===== src/rtl/mirq_pkg.sv =====
package mirq_pkg;
  localparam int unsigned NUM_SRC  = 2;
  localparam int unsigned SRC_TMO  = 0;
  localparam int unsigned SRC_WAIT = 1;
  localparam logic [1:0]  ADDR_STS = 2'd0;
  localparam logic [1:0]  ADDR_MSK = 2'd1;
  localparam logic [1:0]  ADDR_SET = 2'd2;
  localparam logic [1:0]  ADDR_CLR = 2'd3;
endpackage


===== src/rtl/mirq_wait_edge.sv =====
module mirq_wait_edge #(
  parameter int unsigned SYNC_STAGES = 2
) (
  input  logic clk_i,
  input  logic rst_ni,
  input  logic wait_i,
  input  logic nand_i,
  output logic rise_o
);
  logic [SYNC_STAGES-1:0] sync_q;
  logic                   prev_q;

  generate
    for (genvar s = 0; s < SYNC_STAGES; s++) begin : g_sync
      always_ff @(posedge clk_i or negedge rst_ni) begin
        if (!rst_ni) sync_q[s] <= 1'b0;
        else if (s == 0) sync_q[s] <= wait_i;
        else sync_q[s] <= sync_q[(s == 0) ? 0 : s-1];
      end
    end
  endgenerate

  always_ff @(posedge clk_i or negedge rst_ni) begin
    if (!rst_ni) prev_q <= 1'b0;
    else prev_q <= sync_q[SYNC_STAGES-1];
  end

  assign rise_o = nand_i & sync_q[SYNC_STAGES-1] & ~prev_q;

  // an edge yields exactly one pulse
  a_r6_single_pulse: assert property (@(posedge clk_i) disable iff (!rst_ni)
    rise_o |=> !rise_o);
endmodule


===== src/rtl/mirq_src_bit.sv =====
module mirq_src_bit (
  input  logic clk_i,
  input  logic rst_ni,
  input  logic ev_i,
  input  logic sts_clr_i,
  input  logic en_set_i,
  input  logic en_clr_i,
  output logic sts_o,
  output logic en_o
);
  always_ff @(posedge clk_i or negedge rst_ni) begin
    if (!rst_ni) sts_o <= 1'b0;
    else if (ev_i) sts_o <= 1'b1;       // event beats clear
    else if (sts_clr_i) sts_o <= 1'b0;
  end

  always_ff @(posedge clk_i or negedge rst_ni) begin
    if (!rst_ni) en_o <= 1'b0;
    else if (en_clr_i) en_o <= 1'b0;    // clear beats set
    else if (en_set_i) en_o <= 1'b1;
  end

  a_r5_event_sets: assert property (@(posedge clk_i) disable iff (!rst_ni)
    ev_i |=> sts_o);
  a_r7_status_holds: assert property (@(posedge clk_i) disable iff (!rst_ni)
    sts_o && !sts_clr_i |=> sts_o);
  a_r3_clear_disables: assert property (@(posedge clk_i) disable iff (!rst_ni)
    en_clr_i |=> !en_o);
  a_r2_set_enables: assert property (@(posedge clk_i) disable iff (!rst_ni)
    en_set_i && !en_clr_i |=> en_o);
endmodule


===== src/rtl/mem_irq_ctrl.sv =====
module mem_irq_ctrl
  import mirq_pkg::*;
#(
  parameter bit          HAS_WAIT    = 1'b1,
  parameter int unsigned DATA_W      = 8,
  parameter int unsigned SYNC_STAGES = 2
) (
  input  logic              clk_i,
  input  logic              rst_ni,
  input  logic              nand_mode_i,
  input  logic              wait_i,
  input  logic              timeout_i,
  input  logic              wr_en_i,
  input  logic [1:0]        addr_i,
  input  logic [DATA_W-1:0] wdata_i,
  output logic [DATA_W-1:0] rdata_o,
  output logic              irq_o
);
  localparam int unsigned PAD_W = DATA_W - NUM_SRC;

  logic [NUM_SRC-1:0] ev, sts, en, sts_clr, en_set, en_clr, msk;
  logic               wait_rise;

  assign sts_clr = (wr_en_i && addr_i == ADDR_STS) ? wdata_i[NUM_SRC-1:0] : '0;
  assign en_set  = (wr_en_i && addr_i == ADDR_SET) ? wdata_i[NUM_SRC-1:0] : '0;
  assign en_clr  = (wr_en_i && addr_i == ADDR_CLR) ? wdata_i[NUM_SRC-1:0] : '0;

  generate
    if (HAS_WAIT) begin : g_wait
      mirq_wait_edge #(.SYNC_STAGES(SYNC_STAGES)) u_wait_edge (
        .clk_i  (clk_i),
        .rst_ni (rst_ni),
        .wait_i (wait_i),
        .nand_i (nand_mode_i),
        .rise_o (wait_rise)
      );
      // no wait event outside NAND mode
      a_r6_nand_only: assert property (@(posedge clk_i) disable iff (!rst_ni)
        !nand_mode_i |=> !sts[SRC_WAIT] || $past(sts[SRC_WAIT]));
    end else begin : g_no_wait
      logic unused_wait;
      assign unused_wait = wait_i ^ nand_mode_i;
      assign wait_rise   = 1'b0;
      a_r9_absent_zero: assert property (@(posedge clk_i) disable iff (!rst_ni)
        !sts[SRC_WAIT] && !en[SRC_WAIT]);
    end
  endgenerate

  always_comb begin
    ev           = '0;
    ev[SRC_TMO]  = timeout_i;
    ev[SRC_WAIT] = wait_rise;
  end

  generate
    for (genvar i = 0; i < NUM_SRC; i++) begin : g_src
      if (i == SRC_WAIT && !HAS_WAIT) begin : g_tie
        logic unused_src;
        assign unused_src = ev[i] ^ sts_clr[i] ^ en_set[i] ^ en_clr[i];
        assign sts[i] = 1'b0;
        assign en[i]  = 1'b0;
      end else begin : g_bit
        mirq_src_bit u_bit (
          .clk_i     (clk_i),
          .rst_ni    (rst_ni),
          .ev_i      (ev[i]),
          .sts_clr_i (sts_clr[i]),
          .en_set_i  (en_set[i]),
          .en_clr_i  (en_clr[i]),
          .sts_o     (sts[i]),
          .en_o      (en[i])
        );
      end
    end
  endgenerate

  logic unused_wdata;
  assign unused_wdata = ^wdata_i[DATA_W-1:NUM_SRC];

  assign msk   = sts & en;
  assign irq_o = |msk;

  always_comb begin
    unique case (addr_i)
      ADDR_STS: rdata_o = {{PAD_W{1'b0}}, sts};
      ADDR_MSK: rdata_o = {{PAD_W{1'b0}}, msk};
      default:  rdata_o = {{PAD_W{1'b0}}, en};
    endcase
  end

  // the interrupt stays up while the masked source is neither cleared nor disabled
  a_r8_irq_holds: assert property (@(posedge clk_i) disable iff (!rst_ni)
    irq_o && !wr_en_i |=> irq_o);
endmodule


===== config.mk =====
export PLATFORM = sky130hd
export DESIGN_NAME = mem_irq_ctrl
export DESIGN_NICKNAME = d
export VERILOG_FILES = /design/src/rtl/mirq_pkg.sv /design/src/rtl/mirq_wait_edge.sv /design/src/rtl/mirq_src_bit.sv /design/src/rtl/mem_irq_ctrl.sv
export SDC_FILE = /design/constraint.sdc
export NUM_CORES = 1
export LEC_CHECK = 0
export BUFFER_PORTS_ARGS = -buffer_cell sky130_fd_sc_hd__buf_2
export CAP_MARGIN = 25
export CORE_AREA = 2 2 39 41
export CTS_CLUSTER_SIZE = 8
export DETAILED_ROUTE_END_ITERATION = 10
export DIE_AREA = 0 0 41 43
export PLACE_DENSITY = 0.54
export SYNTH_ARGS = -nofsm -noshare
export SYNTH_HDL_FRONTEND = slang
export SYNTH_SLANG_ARGS = --single-unit

===== constraint.sdc =====
create_clock -name clk_i -period 1.2 [get_ports clk_i]
set_input_delay 0.06 -clock clk_i [delete_from_list [all_inputs] [get_ports clk_i]]
set_output_delay 0.06 -clock clk_i [all_outputs]
set_load 0.02 [all_outputs]

==> metrics, run 1 <==
Max Clock Skew=7.81 ps; Initial Util=24.4%; top sig layer=met3; type of destination of the critical path=primary output; Pwr Total=0.617 mW; CTS Buf Count=3; area of the multi-input gates=121 µm²; wire per inst=9.08 µm; Worst setup SP type=register; Post-Synthesis Cells=29; Final min period=1090 ps; pwr/cell area=1410 mW/mm²; fin cells=62; Worst-Skew Late Latency=240 ps; yosys warns=0; RR Endpoint=g_src[0].g_bit.u_bit.en_o; post-CTS setup buffer count=0; number of global-route vias before repair=232; initial antenna violation count=0; DRC=0; Boundary Pins=25; Met3 Routed Length=34 µm; grt total ovfl=0; row cnt=14; # setup viols final=0; Peak VDD IR=0.000812 V; synthesized cell area=338 µm²; total of max-cap violations=0; ant diodes=0; FF+latch count, synth=7; synthesized area per cell=11.6 µm²; achievable clock frequency=920 MHz; wl on met1=259 µm; worst r2r path cells=2; Hold Crit Class=primary input to register; first-pass GRT wire length=1090 µm; Hold Path Origin=wdata_i[1]; nets@finish=63; post-route ant nets=0; Post-Place Cells=55; Post-DP HPWL=426 µm; DR vias=250; Storage cell area=175 µm²; layout cells sized above 1=32.6%; setup TNS=0 ps; CP max FO=3; hold buffers post-CTS=3; clock root cell=clkbuf_4; Initial DRC Count=3; Resize count post-CTS=0; die extent in x=41 µm; Cell variety after synth=15; Max Transition Viols Final=0; Static Leakage=0.203 nW; Hold Crit Endpoint=g_src[1].g_bit.u_bit.en_o; # fillers=156; critical path data arrival time=1030 ps; reg2reg start=g_src[0].g_bit.u_bit.en_o; status=finished clean; Critical Path RT=1140 ps; TritonRoute pass-1 iters=2; TritonCTS clock tree=built; DR WL met2=270 µm; CTS clock-pin slew for the worst setup and hold paths=50 ps; Reg2Reg Setup Slack=450 ps; pin count of the biggest net entering global routing=10; critical path class=register to primary output; fin crit share=90.5%; Port Buf Inserts=12; clock tree buffer depth=2; core area=0.00138 mm²; register area share after synthesis=51.9%; GR Util All Layers=9.22%; vias per cell=4.03; Hold Vio Cnt, Final=0; Routed WL=563 µm; Layout area overhead=29.3%; Final GP Congestion=0.737; hold depth=2; Crit. Startpoint=g_src[0].g_bit.u_bit.en_o; die area=0.00176 mm²; H-tree Lvls=1; clk sink count=7; die height=43 µm; RSZ-0062 raised after global routing=false
-- metal layers --
metal | up-vias | global-route usage (%)
met2 | 8 | 11.9
met3 | 0 | 6.28
met1 | 111 | 13.6
met4 | 0 | 0
met5 | - | 0
li1 | 131 | -
-- worst max-delay path, stage by stage, from the launching register on --
cell and delay (ps):
dfrtp_1 400, a22o_1 240, buf_2 150
-- layout make-up --
class	count	share of cell area [%]
Clock buffer	4	6.02
Inverter	1	0.860
Multi-Input combinational cell	19	27.8
Sequential cell	7	40.1
Tap cell	16	4.58
Timing Repair Buffer	15	20.6
-- synth_stat cells, drive strengths merged --
| cell type | number | area share [%] |
|---|---|---|
| nor2 | 1 | 1.1 |
| nor4bb | 1 | 3.0 |
| conb | 1 | 1.1 |
| a22o | 1 | 2.6 |
| nand2 | 1 | 1.1 |
| inv | 1 | 1.1 |
| nand4bb | 1 | 3.3 |
| dfrtp | 7 | 52 |
| a31oi | 2 | 3.7 |
| a41oi | 2 | 5.2 |
| o22a | 2 | 5.2 |
| buf | 7 | 17 |
| o22ai | 1 | 1.9 |
| a21o | 1 | 2.2 |
-- sequential cells by signal (all words and copies together) (netlist names) --
name                       flops
g_src.g_bit.u_bit.en_o         2
g_src.g_bit.u_bit.sts_o        2
g_wait.u_wait_edge.sync_q      2
g_wait.u_wait_edge.prev_q      1
-- cells in the final DEF (no fill, tap or decap), drive strengths merged --
cell         instances
inv                  1
dlygate4sd3          3
o22a                 2
a31oi                2
a41oi                2
dfrtp                7
conb                 6
a22o                 1
nor2                 1
nand2                1
a21o                 1
o22ai                1
buf                 12
nand4bb              1
nor4bb               1
clkbuf               4
-- worst max path at each step --
stage                        to  depth (start not counted)
after floorplan           irq_o                          1
after detailed placement  irq_o                          2
after global placement    irq_o                          2
final                     irq_o                          2
after global routing      irq_o                          2
after CTS                 irq_o                          2
-- stage by stage --
step	worst slack (ps)	area [µm²]	hold slack (ps)	util, %
6_report	113	437	58.3	31.6
5_1_grt	62.9	437	74.0	31.6
4_1_cts	109	437	52.0	31.6
3_5_place_dp	375	380	-102	27.5
3_3_place_gp	370	380	-103	27.5
2_1_floorplan	475	357	-236	-
-- kinds of logic after synthesis --
kind of cell | after synthesis | synth area share [%]
simple gates | 4 | 8.52
compound gates | 9 | 20.7
other cells | 1 | 1.11
buf+inv | 8 | 17.8
flops | 7 | 51.9
-- where the power goes --
part	total (mW)	switching [mW]	internal, mW
Combinational	0.133	0.0758	0.0573
Sequential	0.277	0.0175	0.259
Clock	0.207	0.0803	0.126
Power figures use the tool's default switching activity.
==> run 2, diff against run 1 <==
- GPL_TIMING_DRIVEN: not set -> 0
==> metrics, run 2 (synthesized netlist as in run 1, its figures left out) <==
status=finished clean; Power Internal=0.459 mW (+3.5%); layout cells sized above 1=40.4% (+7.8 points); clock root cell=clkbuf_4; Hold Crit Class=primary input to register; Static Leakage=0.238 nW (+17%); Storage cell area=175 µm² (unchanged); Boundary Pins=25 (unchanged); clk sink count=7 (unchanged); dpl ws=368 ps (-7.42 ps); area of the multi-input gates=121 µm² (unchanged); critical path data arrival time=1030 ps (about the same); Critical Path RT=1140 ps (about the same); CTS clock-pin slew for the worst setup and hold paths=50 ps (about the same); Max Transition Viols Final=0 (unchanged); nets@finish=69 (+9.5%); fin crit share=90.4% (-0.10 points); DR vias=277 (+11%); wire per inst=9.85 µm (+8.5%); H-tree Lvls=1 (unchanged); top flop regs=g_src.g_bit.u_bit.en_o: 2 flops, g_src.g_bit.u_bit.sts_o: 2 flops, g_wait.u_wait_edge.sync_q: 2 flops; die extent in x=41 µm (unchanged); Post-DP HPWL=515 µm (+21%); achievable clock frequency=921 MHz (+0.11%); # setup viols final=0 (unchanged); Worst-Skew Late Latency=250 ps (about the same); pwr/cell area=1310 mW/mm² (-7.4%); die area=0.00176 mm² (unchanged); fin cells=68 (+9.7%); Layout area overhead=44.4%; RSZ-0062 raised after global routing=false; Peak VDD IR=0.000505 V (-38%); initial antenna violation count=0 (unchanged); Clk pwr share=32.9% (-0.6 points); Initial DRC Count=3 (unchanged); TritonRoute pass-1 iters=2 (unchanged); sw frac=28.1% (-0.032 points); Hold Vio Cnt, Final=0 (unchanged); post-CTS setup buffer count=0 (unchanged); Worst setup SP type=register; core area=0.00138 mm² (unchanged); first-pass GRT wire length=1120 µm (+2.5%); Port Buf Inserts=11 (-1); total of max-cap violations=0 (unchanged); Final min period=1090 ps (-1.22 ps); TritonCTS clock tree=built; post-route ant nets=0 (unchanged); Max Clock Skew=4.87 ps (-2.94 ps); final setup margin=115 ps (+1.22 ps); Routed WL=670 µm (+19%); grt total ovfl=0 (unchanged); Resize count post-CTS=0 (unchanged); pin count of the biggest net entering global routing=10 (unchanged); Post-Place Cells=61 (+11%); vias per cell=4.07 (+1.0%); clock tree buffer depth=2 (unchanged); critical path class=register to primary output; # fillers=150 (-3.8%); sw power=0.179 mW (+3.3%); Combinational Power Share=23.9% (+2.3 points); number of global-route vias before repair=283 (+22%); most frequent cells in the layout=buf_2 (11), dfrtp_1 (7), buf_4 (6), conb_1 (6); sequential power share=43.2% (-1.7 points); GR Util All Layers=10.2% (+0.94 points); type of destination of the critical path=primary output; die height=43 µm (unchanged); Final GP Congestion=0.733 (-0.61%); commonest non-fill, non-tap cell in the layout=buf_2; CP max FO=3 (unchanged); setup TNS=0 ps (unchanged); DRC=0 (unchanged); row cnt=14 (unchanged); ant diodes=0 (unchanged); hold buffers post-CTS=3 (unchanged); CTS Buf Count=3 (unchanged); Initial Util=24.4% (unchanged)
[run 2: layout make-up]
type	count	share of cell area, %
buffer	7	11.5
timing repair buffer	14	17.4
tap	16	4.10
multi-input combinational	19	24.9
inverter	1	0.769
clock buffer	4	5.38
sequential	7	35.9
[run 2: per-stage QoR]
stage / hold slack (ps) / util, % / power (mW) / cell area [µm²]
finish: 55.1 / 35.3 / 0.638 / 488
detailed placement: -101 / 31.2 / 0.427 / 432
CTS: 40.5 / 35.3 / 0.658 / 488
global placement: -103 / 31.2 / 0.423 / 432
floorplan: -236 / - / 0.377 / 357
global route: 47.6 / 35.3 / 0.688 / 488
[run 2: path summary, 6_finish.rpt]
kind                                               from                           end  slack, ps  depth (start not counted)
min in group asynchronous                        rst_ni     g_src[1].g_bit.u_bit.en_o        170                          2
min                                          wdata_i[1]     g_src[1].g_bit.u_bit.en_o         60                          2
max                           g_src[0].g_bit.u_bit.en_o                         irq_o        110                          2
max reg2reg                   g_src[0].g_bit.u_bit.en_o     g_src[0].g_bit.u_bit.en_o        450                          2
min reg2reg                g_wait.u_wait_edge.sync_q[0]  g_wait.u_wait_edge.sync_q[1]        350                          0
max in group asynchronous                        rst_ni    g_src[0].g_bit.u_bit.sts_o        880                          2
[run 2: worst max-delay path, stage by stage, from the launching register on]
cell,delay [ps]
dfrtp_1,400
a22o_1,230
buf_2,150
[run 2: power groups by stage]
stage	Sequential (mW)	Combinational (mW)	Clock (mW)
after floorplan	0.275	0.103	0
after global placement	0.280	0.143	0
after detailed placement	0.280	0.147	0
after CTS	0.276	0.154	0.227
after global routing	0.279	0.169	0.239
final	0.276	0.152	0.210
[run 2: routing by layer]
metal,vias to the layer above,track usage [%],wire length (µm),share of wire (%)
li1,142,-,-,-
met1,127,10.0,270,40
met2,8,15.3,362,54
met3,0,6.28,37,5.5
met4,0,6.00,0,0
met5,-,0,0,0
==> run 3, diff against run 2 <==
--- a/config.mk
+++ b/config.mk
@@ -12,5 +12,4 @@
 export DETAILED_ROUTE_END_ITERATION = 10
 export DIE_AREA = 0 0 41 43
-export GPL_TIMING_DRIVEN = 0
 export PLACE_DENSITY = 0.54
 export SYNTH_ARGS = -nofsm -noshare
==> constraint.sdc (replaced) <==
create_clock -name clk_i -period 1.2 [get_ports clk_i]
set_input_delay 0.12 -clock clk_i [delete_from_list [all_inputs] [get_ports clk_i]]
set_output_delay 0.12 -clock clk_i [all_outputs]
set_load 0.02 [all_outputs]
==> metrics, run 3 (synthesized netlist as in run 1, its figures left out) <==
vias per cell=4.00 (-1.8%); die extent in x=41 µm (unchanged); Hold Crit Endpoint=g_src[0].g_bit.u_bit.sts_o; ant diodes=0 (unchanged); CTS clock-pin slew for the worst setup and hold paths=50 ps (about the same); pin count of the biggest net entering global routing=10 (unchanged); status=finished clean; initial antenna violation count=0 (unchanged); Initial Util=24.4% (unchanged); total of max-cap violations=0 (unchanged); Peak VDD IR=0.000812 V (+61%); number of global-route vias before repair=238 (-16%); # setup viols final=0 (unchanged); DRC=0 (unchanged); Clk pwr share=33.7% (+0.8 points); # fillers=154 (+2.7%); Static Leakage=0.199 nW (-16%); core area=0.00138 mm² (unchanged); clock tree buffer depth=2 (unchanged); TritonRoute pass-1 iters=2 (unchanged); TritonCTS clock tree=built; layout cells sized above 1=33.3% (-7.1 points); reg2reg start=g_src[0].g_bit.u_bit.en_o; CTS Buf Count=3 (unchanged); RSZ-0062 raised after global routing=false; post-CTS setup buffer count=0 (unchanged); Routed WL=563 µm (-16%); Resize count post-CTS=0 (unchanged); RR Endpoint=g_src[0].g_bit.u_bit.en_o; kind of cell adding the most delay to the critical path=flip-flops; grt total ovfl=0 (unchanged); Hold Crit Class=primary input to register; fin crit share=95.5% (+5.1 points); top flop regs=g_src.g_bit.u_bit.en_o: 2 flops, g_src.g_bit.u_bit.sts_o: 2 flops, g_wait.u_wait_edge.sync_q: 2 flops; Boundary Pins=25 (unchanged); Slowest-stage cell, CP=dfrtp_1; pwr/cell area=1440 mW/mm² (+10%); Port Buf Inserts=12 (+1); hold depth=2 (unchanged); Hold Path Origin=timeout_i; type of destination of the critical path=primary output; first-pass GRT wire length=1100 µm (-1.2%); CP cell instances=a22o_1 -> buf_2; Worst setup SP type=register; post-route ant nets=0 (unchanged); CP max FO=3 (unchanged); clock root cell=clkbuf_4; wire per inst=9.23 µm (-6.3%); Layout area overhead=26.3%; sw frac=28.2% (+0.086 points); most frequent cells in the layout=buf_2 (12), dfrtp_1 (7), conb_1 (6), clkbuf_4 (3); H-tree Lvls=1 (unchanged); Power Internal=0.441 mW (-3.8%); nets@finish=62 (-10%); commonest non-fill, non-tap cell in the layout=buf_2; row cnt=14 (unchanged); Hold Vio Cnt, Final=0 (unchanged); final setup margin=53.4 ps (-61.2 ps); Max Transition Viols Final=0 (unchanged); setup TNS=0 ps (unchanged); Combinational Power Share=21.3% (-2.6 points); Final min period=1150 ps (+61.2 ps); Critical Path RT=1080 ps (-60 ps); die area=0.00176 mm² (unchanged); Worst-Skew Late Latency=240 ps (about the same); Reg2Reg Setup Slack=450 ps (about the same); Slowest Stage Delay on Critical Path=400 ps (about the same); hold buffers post-CTS=2 (-1); Max Clock Skew=7.81 ps (+2.94 ps); Post-DP HPWL=426 µm (-17%); critical path class=register to primary output; die height=43 µm (unchanged); critical path data arrival time=1030 ps (about the same); DR vias=244 (-12%); GR Util All Layers=9.32% (-0.84 points); clk sink count=7 (unchanged); sw power=0.173 mW (-3.4%); dpl ws=315 ps (-52.6 ps); Initial DRC Count=3 (unchanged); sequential power share=45.1% (+1.9 points); worst r2r path cells=2 (unchanged); achievable clock frequency=872 MHz (-5.3%); Final GP Congestion=0.737 (+0.61%); Buf+Inv Stages, Crit Path=1 (unchanged)
==> run 3: changes by cell type in the layout (fill, tap and decap cells not counted) <==
cell and delta:
buf_6 -1, buf_2 +1, buf_4 -6, dlygate4sd3_1 -1
==> run 3: routing by layer <==
metal	track usage [%]	share of wire, %
met1	13.9	47
met2	11.9	47
met3	6.28	5.5
met4	0	0
met5	0	0
==> run 3: how the worst max path moves through the flow <==
stage	start	cells past startpoint	to
final	g_src[0].g_bit.u_bit.en_o	2	irq_o
after global routing	g_src[0].g_bit.u_bit.en_o	2	irq_o
after CTS	g_src[0].g_bit.u_bit.en_o	2	irq_o
after detailed placement	g_src[0].g_bit.u_bit.en_o	2	irq_o
after global placement	g_src[0].g_bit.u_bit.en_o	2	irq_o
after floorplan	g_src[0].g_bit.u_bit.en_o	1	irq_o
==> run 3: power groups by stage <==
stage                     logic, mW  registers, mW  clock network (mW)
after CTS                     0.132          0.277               0.218
after global routing          0.147          0.280               0.241
final                         0.131          0.277               0.207
after global placement        0.126          0.280                   0
after floorplan               0.103          0.275                   0
after detailed placement      0.126          0.281                   0
==> run 3: through the flow <==
step / instance area, µm² / power (mW) / std cells / hold slack, ps / util (%)
2_1_floorplan: 357 / 0.377 / 34 / -176 / -
3_3_place_gp: 380 / 0.406 / 55 / -43.0 / 27.5
3_5_place_dp: 380 / 0.407 / 55 / -42.4 / 27.5
4_1_cts: 427 / 0.627 / 61 / 49.5 / 30.8
5_1_grt: 427 / 0.669 / 61 / 39.9 / 30.8
6_report: 427 / 0.614 / 61 / 57.7 / 30.8
==> run 3: layout make-up <==
| cell class | count | area [µm²] | share of cell area (%) |
|---|---|---|---|
| Clock buffer | 4 | 26.3 | 6.16 |
| Multi-Input combinational cell | 19 | 121 | 28.4 |
| Tap cell | 16 | 20.0 | 4.69 |
| Timing Repair Buffer | 14 | 80.1 | 18.8 |
| Sequential cell | 7 | 175 | 41.1 |
| Inverter | 1 | 3.75 | 0.880 |
